### config.mk
export PLATFORM = sky130hd
export DESIGN_NAME = pclk_gate_bank
export DESIGN_NICKNAME = d
export VERILOG_FILES = /design/src/rtl/pgb_pkg.sv /design/src/rtl/pgb_regbank.sv /design/src/rtl/pgb_gate_cell.sv /design/src/rtl/pgb_rd_mux.sv /design/src/rtl/pclk_gate_bank.sv
export SDC_FILE = /design/constraint.sdc
export NUM_CORES = 1
export LEC_CHECK = 0
export CAP_MARGIN = 0
export CELL_PAD_IN_SITES_DETAIL_PLACEMENT = 0
export CELL_PAD_IN_SITES_GLOBAL_PLACEMENT = 2
export CORE_UTILIZATION = 31
export CTS_CLUSTER_SIZE = 40
export DETAILED_ROUTE_END_ITERATION = 12
export PLACE_DENSITY_LB_ADDON = 0.1
export SYNTH_ARGS = -nofsm -noshare
export SYNTH_HDL_FRONTEND = slang
export SYNTH_HIERARCHICAL = 1
export SYNTH_SLANG_ARGS = --single-unit
export TNS_END_PERCENT = 30
### constraint.sdc
create_clock -name clk -period 1 [get_ports clk]
set_input_delay 0.2 -clock clk [delete_from_list [all_inputs] [get_ports clk]]
set_output_delay 0.2 -clock clk [all_outputs]
set_load 0.01 [all_outputs]
### src/rtl/pgb_pkg.sv
package pgb_pkg;
   // Register selector held in address bits [1:0] inside each bank
   typedef enum logic [1:0] {
      REG_SET = 2'd0,
      REG_CLR = 2'd1,
      REG_STA = 2'd2,
      REG_RSV = 2'd3
   } reg_kind_e;
endpackage

### src/rtl/pgb_regbank.sv
module pgb_regbank #(
   parameter int DATA_W   = 32,
   parameter int BASE_ID  = 0,
   parameter int FIXED_ON = 2
) (
   input  logic              clk,
   input  logic              rst_n,
   input  logic [DATA_W-1:0] set_mask,
   input  logic [DATA_W-1:0] clr_mask,
   output logic [DATA_W-1:0] state
);
   function automatic logic [DATA_W-1:0] build_fixed();
      logic [DATA_W-1:0] m;
      m = '0;
      for (int i = 0; i < DATA_W; i++)
         if (BASE_ID + i < FIXED_ON) m[i] = 1'b1;
      return m;
   endfunction

   localparam logic [DATA_W-1:0] FIXED_MASK = build_fixed();

   // Clear has priority over set; fixed ids are forced back on every cycle
   always_ff @(posedge clk or negedge rst_n) begin
      if (!rst_n) state <= FIXED_MASK;
      else        state <= ((state | set_mask) & ~clr_mask) | FIXED_MASK;
   end
endmodule

### src/rtl/pgb_gate_cell.sv
module pgb_gate_cell #(
   parameter bit INIT_ON = 1'b0
) (
   input  logic clk,
   input  logic rst_n,
   input  logic en,
   output logic gclk
);
   logic en_lo;

   // Enable is sampled on the falling edge, so it only moves while clk is low
   always_ff @(negedge clk or negedge rst_n) begin
      if (!rst_n) en_lo <= INIT_ON;
      else        en_lo <= en;
   end

   assign gclk = clk & en_lo;
endmodule

### src/rtl/pgb_rd_mux.sv
module pgb_rd_mux import pgb_pkg::*; #(
   parameter int NUM_IDS = 64,
   parameter int DATA_W  = 32,
   parameter int BANK_FW = 2
) (
   input  logic               clk,
   input  logic               rst_n,
   input  logic               rd_fire,
   input  logic [BANK_FW-1:0] rd_bank,
   input  reg_kind_e          rd_kind,
   input  logic [NUM_IDS-1:0] state_all,
   output logic [DATA_W-1:0]  rdata
);
   localparam int NUM_BANKS = NUM_IDS / DATA_W;

   logic [DATA_W-1:0] sel_word;

   // Only a status read of an existing bank returns data; all else is zero
   always_comb begin
      sel_word = '0;
      for (int b = 0; b < NUM_BANKS; b++)
         if (rd_bank == BANK_FW'(b) && rd_kind == REG_STA)
            sel_word = state_all[b*DATA_W +: DATA_W];
   end

   always_ff @(posedge clk or negedge rst_n) begin
      if (!rst_n)       rdata <= '0;
      else if (rd_fire) rdata <= sel_word;
   end
endmodule

### src/rtl/pclk_gate_bank.sv
module pclk_gate_bank import pgb_pkg::*; #(
   parameter int NUM_IDS  = 64,
   parameter int DATA_W   = 32,
   parameter int ADDR_W   = 4,
   parameter int FIXED_ON = 2
) (
   input  logic               clk,
   input  logic               rst_n,
   input  logic               bus_sel,
   input  logic               bus_wr,
   input  logic [ADDR_W-1:0]  bus_addr,
   input  logic [DATA_W-1:0]  bus_wdata,
   output logic [DATA_W-1:0]  bus_rdata,
   output logic [NUM_IDS-1:0] gate_en,
   output logic [NUM_IDS-1:0] gclk_out
);
   localparam int NUM_BANKS = NUM_IDS / DATA_W;
   localparam int BANK_FW   = ADDR_W - 2;
   localparam int BANK_NEED = (NUM_BANKS > 1) ? $clog2(NUM_BANKS) : 1;

   generate
      if (NUM_IDS < 1 || NUM_IDS > 64)
         $error("pclk_gate_bank: NUM_IDS must be within 1..64");
      if (NUM_IDS % DATA_W != 0)
         $error("pclk_gate_bank: NUM_IDS must be a multiple of DATA_W");
      if (BANK_FW < BANK_NEED)
         $error("pclk_gate_bank: ADDR_W too small for the bank count");
      if (FIXED_ON < 0 || FIXED_ON > NUM_IDS)
         $error("pclk_gate_bank: FIXED_ON out of range");
   endgenerate

   reg_kind_e          acc_kind;
   logic [BANK_FW-1:0] acc_bank;
   logic               wr_fire;

   assign acc_kind = reg_kind_e'(bus_addr[1:0]);
   assign acc_bank = bus_addr[ADDR_W-1:2];
   assign wr_fire  = bus_sel & bus_wr;

   for (genvar b = 0; b < NUM_BANKS; b++) begin : g_bank
      logic              hit;
      logic [DATA_W-1:0] set_w;
      logic [DATA_W-1:0] clr_w;

      assign hit   = wr_fire && (acc_bank == BANK_FW'(b));
      assign set_w = (hit && acc_kind == REG_SET) ? bus_wdata : '0;
      assign clr_w = (hit && acc_kind == REG_CLR) ? bus_wdata : '0;

      pgb_regbank #(
         .DATA_W  (DATA_W),
         .BASE_ID (b * DATA_W),
         .FIXED_ON(FIXED_ON)
      ) u_bank (
         .clk     (clk),
         .rst_n   (rst_n),
         .set_mask(set_w),
         .clr_mask(clr_w),
         .state   (gate_en[b*DATA_W +: DATA_W])
      );
   end

   for (genvar i = 0; i < NUM_IDS; i++) begin : g_cell
      pgb_gate_cell #(
         .INIT_ON(i < FIXED_ON)
      ) u_cell (
         .clk  (clk),
         .rst_n(rst_n),
         .en   (gate_en[i]),
         .gclk (gclk_out[i])
      );
   end

   pgb_rd_mux #(
      .NUM_IDS(NUM_IDS),
      .DATA_W (DATA_W),
      .BANK_FW(BANK_FW)
   ) u_rd (
      .clk      (clk),
      .rst_n    (rst_n),
      .rd_fire  (bus_sel & ~bus_wr),
      .rd_bank  (acc_bank),
      .rd_kind  (acc_kind),
      .state_all(gate_en),
      .rdata    (bus_rdata)
   );
endmodule

# Word-level counts from Yosys, hierarchy flattened
# Cells that the tools add are included.
dict set report totals {
  regBits 156
  out_inout_bits 160
  elab_cells 155
}
dict set report op_classes {
  eq_ne 3
  muxes 6
  n_bitwise 71
  n_reduce_logical 10
}
# op count
set op_table {}
lappend op_table {{$mux 32} 6}
lappend op_table {{$and 1x1->1} 64}
lappend op_table {{$and 32x32->32} 2}
lappend op_table {{$not 32->32} 2}
lappend op_table {{$or 32x32->32} 2}
lappend op_table {{$logic_and 1x1->1} 8}
lappend op_table {{$eq 2x1->1 const B} 2}
lappend op_table {{$logic_not 2->1} 2}
lappend op_table {{$eq 2x2->1 const B} 1}
lappend op_table {{$not 1->1} 1}

# Depth between registers and ports, before layout
# Gate-level depths: netlist (run 1).
dict set report logic_depth {
  depth_word 6
  mapped_depth 6
  depth_no_buf 3
}

# Hierarchy
# The synthesis (run 1) kept the hierarchy.
# module instances cells_per_inst area_each_um2
set modules_own_cells {}
lappend modules_own_cells {{pgb_gate_cell (g_cell[10].u_cell ...)} 62 2 31.3}
lappend modules_own_cells {pgb_rd_mux 1 141 1729.2}
lappend modules_own_cells {pclk_gate_bank 1 268 1497.7}
lappend modules_own_cells {{pgb_regbank (g_bank[1].u_bank)} 1 64 1121.1}
lappend modules_own_cells {{pgb_regbank (g_bank[0].u_bank)} 1 63 1069.8}
lappend modules_own_cells {{pgb_gate_cell (g_cell[0].u_cell ...)} 2 3 36.3}

==> results.sh, run 1 <==
export IMPL_cap_viol_max_count=0
export IMPL_avgSynthCellArea_sq_um=11.2
export IMPL_num_rows=56
export IMPL_wl_per_cell_microns=16.2
export IMPL_drc=0
export IMPL_place_ws_ns=-0.858
export IMPL_area_delta_synth_final_pct=52.4
export IMPL_violations="setup timing"
export IMPL_outcome="complete, but fails checks"
export IMPL_antenna_cells=0
export IMPL_gp_congestion=0.715
export IMPL_post_cts_buffers=0
export IMPL_io_buffers=197
export IMPL_design_area_sq_um=11300
export IMPL_grt_pass1_wl_mm=33.3
export IMPL_ff2ff_setup_slack_ns=-0.11
export IMPL_power_net_switching_mw=7.83
export IMPL_start_util=0.316
export IMPL_hp_class="in -> reg"
export IMPL_cts_clk_slew_worst_paths_ns=0.06
export IMPL_viasPerCell=4.62
export IMPL_ant_nets=0
export IMPL_die_y_microns=156
export IMPL_cpPeakStageDelay_ns=0.50
export IMPL_ioPinCount=200
export IMPL_worst_ep_arrival_time_ns=1.80
export IMPL_placed_area_sq_um=10500
export IMPL_final_hold_viol_count=0
export IMPL_setup_viol_count_final=288
export IMPL_grt_usage=0.178
export IMPL_cp_data_required_time_ns=0.80
export IMPL_crit_type="reg -> out"
export IMPL_finalNetCount=987
export IMPL_crit_path_end_kind="output pin"
export IMPL_ir_drop_v=0.00115
export IMPL_overflow=0
export IMPL_seqPwrFrac=0.302
export IMPL_core_area_sq_um=23400
export IMPL_cp_max_fo=1
export IMPL_vias=5975
export IMPL_syn_area_sq_um=7390
export IMPL_rsz0062_at_grt="yes"
export IMPL_pwr_share_clk=0.569
export IMPL_fin_skew_ns=0.00864
export IMPL_wl_mm=20.9
export IMPL_cp_buffers_inverters=1
export IMPL_cts_tree="built"
export IMPL_dieArea_sq_um=24500
export IMPL_p_int_mw=18.8
export IMPL_fin_ws_ns=-0.997
export IMPL_swShare=0.294
export IMPL_die_w_microns=156
export IMPL_worst_setup_path_start_kind="flop"
export IMPL_power_density_nw_per_um2=2360
export IMPL_antenna_found_initial=1
export IMPL_grt_pass1_vias=6704
export IMPL_grt_start_max_net_pins=46
export IMPL_slew_viol_final=0
export IMPL_place_hpwl_mm=13.7
export IMPL_synthCells=660
export IMPL_yosys_warnings=6
export IMPL_fillCellCount=2199
export IMPL_leakage_nw=5.43
export IMPL_critPathTopFamily="flip-flops"
export IMPL_path_cells="and2_4, buf_6"
export IMPL_combPwrFrac=0.129
export IMPL_first_iter_violations=225
export IMPL_dr_pass1_iters=4
export IMPL_clk_latency_ns=0.53
export IMPL_slowest_stage="dfstp_2"
export IMPL_drive_gt1_frac=0.427
==> cell usage in the layout, fill, tap and decap left out, types with 2 or more instances in the layout <==
cell type	count
buf_6	45
buf_12	15
dfrtn_1	62
o21ba_1	62
inv_6	4
inv_1	36
and2_4	29
and2_1	35
nor3_1	56
nor2_2	2
nand4bb_4	2
dfrtp_1	94
clkbuf_1	13
mux2i_1	32
nand2_1	61
o22ai_2	30
buf_2	117
nor3_2	5
inv_4	4
o22ai_1	2
clkbuf_16	40
buf_4	88
nor2_1	31
conb_1	2
dfstp_2	2
nor4b_2	26
dlygate4sd2_1	4
nand3_1	32
nor4b_4	3
clkdlybuf4s50_1	32
==> registers in the layout, summed over array words and instances (netlist names) <==
register	count
u_rd/rdata	32
g_bank.u_bank/state	62
g_cell.u_cell/en_lo	64
==> stage by stage <==
step | setup TNS, ns | power (mW) | hold slack [ns] | utilization | cells
2_1_floorplan | -26.03 | 10.9 | -0.0956 | - | 661
3_3_place_gp | -115.00 | 15.3 | 0.0716 | 0.450 | 1226
3_5_place_dp | -119.77 | 15.4 | 0.0738 | 0.450 | 1226
4_1_cts | -88.01 | 27.1 | 0.0715 | 0.474 | 1292
5_1_grt | -92.43 | 28.2 | 0.0790 | 0.482 | 1292
6_report | -83.23 | 26.6 | 0.0804 | 0.482 | 1292
==> worst paths after layout <==
kind                            depth (start not counted)                       from                 endpoint
worst min-delay path                                    3                bus_addr[2]           u_rd/rdata[19]
min in group asynchronous                               2                      rst_n            u_rd/rdata[0]
worst max register to register                          0  g_bank[1].u_bank/state[9]  g_cell[41].u_cell/en_lo
worst max-delay path                                    2     g_cell[0].u_cell/en_lo              gclk_out[0]
worst min register to register                          2              u_rd/rdata[2]            u_rd/rdata[2]
max in group asynchronous                               3                      rst_n   g_cell[2].u_cell/en_lo
==> power by group through the flow <==
stage	sequential [mW]	combinational, mW	clock [mW]
global route	8.17	3.74	16.3
CTS	8.06	3.45	15.6
global placement	8.13	3.85	3.30
floorplan	8.31	1.10	1.53
detailed placement	8.17	3.93	3.30
finish	8.03	3.43	15.1
==> final cells by class <==
class / count / area (sq um) / area share
tap: 319 / 399 / 0.0354
multi-input combinational: 413 / 3200 / 0.284
clock inverter: 14 / 109 / 0.00966
sequential: 158 / 3960 / 0.351
clock buffer: 117 / 1550 / 0.138
inverter: 32 / 120 / 0.0107
timing repair buffer: 239 / 1930 / 0.171
==> layer usage <==
metal | routed length, microns | vias up | GRT usage
met5 | 12 | - | 0
met4 | 497 | 2 | 0.118
met3 | 1770 | 44 | 0.0919
met2 | 9640 | 199 | 0.259
met1 | 9000 | 2904 | 0.204
li1 | - | 2826 | -
==> what timing repair did <==
item | in CTS | in global routing
endpoints found under the setup margin | 352 | 300
pin swaps | 5 | 4
hold endpoints to repair | 100 | 0
resized for setup | 673 | 34
hold buffers | 1 | 0
==> worst min-delay path, cell delays in order <==
cell,delay (ns)
buf_6,0.16
mux2i_1,0.11
o22ai_2,0.09
Power figures use the tool's default switching activity.
==> run 2, diff against run 1 <==
==> constraint.sdc (replaced) <==
create_clock -name clk -period 1.9 [get_ports clk]
set_input_delay 0.38 -clock clk [delete_from_list [all_inputs] [get_ports clk]]
set_output_delay 0.38 -clock clk [all_outputs]
set_load 0.1 [all_outputs]
==> run 2 against run 1 <==
Against the previous run: the flow still finishes with violations (setup timing); core utilization rose by 5.1 points; sequential share of layout area down 3.4 points; critical path depth stayed put; design area grew 11%; highest routed layer is now met4; die area unchanged; first-iteration DRC count grew 1.3%; count of clock-buffer cells in the layout is 8 lower; final cell count fell by 5.0%; register-to-register slack better by 0.40 ns; combinational power is 26% higher; hold slack better by 0.18 ns; sequential power decreased by 46%.
==> results.sh, run 2 (same netlist as run 1, synthesis figures left out) <==
export IMPL_hold_ws_ns=0.257
export IMPL_pwr_share_clk=0.605
export IMPL_fin_util=0.533
export IMPL_path_cells="and2_4, buf_12"
export IMPL_core_area_sq_um=23400
export IMPL_cts_clk_slew_worst_paths_ns=0.07
export IMPL_ioPinCount=200
export IMPL_antenna_cells=0
export IMPL_violations="setup timing"
export IMPL_grt_pass1_vias=6906
export IMPL_cts_tree="built"
export IMPL_placed_area_sq_um=10600
export IMPL_dieArea_sq_um=24500
export IMPL_area_delta_synth_final_pct=68.6
export IMPL_finalNetCount=929
export IMPL_post_cts_buffers=0
export IMPL_wl_per_cell_microns=17.3
export IMPL_num_rows=56
export IMPL_cpPeakStageDelay_ns=0.51
export IMPL_combPwrFrac=0.197
export IMPL_drive_gt1_frac=0.421
export IMPL_fin_skew_ns=0.00998
export IMPL_first_iter_violations=228
export IMPL_grt_usage=0.183
export IMPL_rsz0062_at_grt="yes"
export IMPL_fin_ws_ns=-0.816
export IMPL_vias=5913
export IMPL_dr_pass1_iters=5
export IMPL_slowest_stage="dfstp_2"
export IMPL_antenna_found_initial=0
export IMPL_cp_max_fo=1
export IMPL_layout_cells_non_filler=1228
export IMPL_p_int_mw=11.8
export IMPL_start_util=0.316
export IMPL_final_common_cell="buf_12"
export IMPL_final_hold_viol_count=0
export IMPL_fillCellCount=2072
export IMPL_slew_viol_final=0
export IMPL_dp_cells=1168
export IMPL_crit_type="reg -> out"
export IMPL_regMostFlops="g_cell.u_cell/en_lo"
export IMPL_setup_viol_count_final=128
export IMPL_grt_pass1_wl_mm=33.9
export IMPL_die_w_microns=156
export IMPL_die_y_microns=156
export IMPL_clk_latency_ns=0.53
export IMPL_top_regs="g_cell.u_cell/en_lo (64), g_bank.u_bank/state (62), u_rd/rdata (32)"
export IMPL_place_hpwl_mm=13.3
export IMPL_drc=0
export IMPL_viasPerCell=4.82
export IMPL_cap_viol_max_count=0
export IMPL_critPathTopFamily="flip-flops"
export IMPL_largest_reg_flops=64
export IMPL_ir_drop_v=0.00113
export IMPL_ant_nets=0
export IMPL_grt_start_max_net_pins=49
export IMPL_outcome="complete, but fails checks"
export IMPL_cp_data_required_time_ns=1.52
export IMPL_io_buffers=197
export IMPL_gp_congestion=0.719
export IMPL_layout_common_cells="buf_12 (140), dfrtp_1 (94), buf_4 (66)"
export IMPL_cp_buffers_inverters=1
export IMPL_crit_path_end_kind="output pin"
export IMPL_power_density_nw_per_um2=1760
export IMPL_power_net_switching_mw=10.2
export IMPL_worst_setup_path_start_kind="flop"
export IMPL_multi_input_area_sq_um=3200
export IMPL_swShare=0.465
export IMPL_leakage_nw=5.55
export IMPL_seqPwrFrac=0.198
export IMPL_wl_mm=21.3
export IMPL_worst_ep_arrival_time_ns=2.34
export IMPL_hp_class="in -> async"
export IMPL_design_area_sq_um=12500
export IMPL_seq_area_sq_um=3960
export IMPL_overflow=0
-- run 2: cell count changes in the layout (fill, tap and decap cells not counted), moves of 5 or more --
cell	before	now
buf_12	15	140
nor4b_1	1	6
nor3_1	56	61
and2_1	35	0
clkbuf_1	13	7
nor3_2	5	0
buf_2	117	0
buf_6	45	2
buf_4	88	66
and2_4	29	64
-- run 2: repair_timing --
action                                  4_1_cts  5_1_grt
endpoints found under the setup margin      128      128
cloned                                        0        0
endpoints found under the hold margin        36        0
hold buffers                                  1        0
pin swaps                                     0        1
resized for setup                           643        0
-- run 2: per-layer routing --
metal	up-vias	track usage	routed length, microns
met2	232	0.256	9740
met4	0	0.135	639
met1	2886	0.204	8730
met5	-	0	0
li1	2724	-	-
met3	71	0.108	2140
-- run 2: power by group through the flow --
| stage | clock network (mW) | logic, mW | registers (mW) |
|---|---|---|---|
| after global placement | 5.22 | 4.32 | 4.37 |
| final | 13.3 | 4.33 | 4.36 |
| after global routing | 13.9 | 4.47 | 4.44 |
| after floorplan | 4.27 | 0.601 | 6.27 |
| after CTS | 13.6 | 4.36 | 4.37 |
| after detailed placement | 5.22 | 4.35 | 4.40 |
-- run 2: layout make-up --
class,count,area share
Clock buffer,109,0.180
Clock inverter,16,0.0106
Inverter,32,0.00963
Multi-Input combinational cell,413,0.257
Sequential cell,158,0.317
Tap cell,319,0.0320
Timing Repair Buffer,181,0.193
-- run 2: worst paths after layout --
kind,from,slack (ns),endpoint,cells after the start
hold reg to reg,u_rd/rdata[25],0.53,u_rd/rdata[25],2
setup reg to reg,g_bank[1].u_bank/state[31],0.29,g_cell[63].u_cell/en_lo,0
hold / removal,rst_n,0.26,g_bank[1].u_bank/state[0],2
min in group clk,bus_addr[2],0.35,u_rd/rdata[2],3
max in group asynchronous,rst_n,0.29,g_cell[31].u_cell/en_lo,3
setup / recovery,g_cell[0].u_cell/en_lo,-0.82,gclk_out[0],2
-- run 2: through the flow --
stage | setup TNS [ns] | setup slack [ns] | power [mW]
floorplan | -41.35 | -0.530 | 11.1
global placement | -64.71 | -1.15 | 13.9
finish | -42.33 | -0.816 | 22.0
CTS | -43.73 | -0.846 | 22.3
global route | -45.01 | -0.869 | 22.8
detailed placement | -65.57 | -1.16 | 14.0
==> run 3, diff against run 2 <==
ABC_CLOCK_PERIOD_IN_PS = 1900   (was unset)
SLEW_MARGIN = 40   (was unset)
==> results of run 3 <==
Final layout, timing and power as in run 2 (identical DEF).
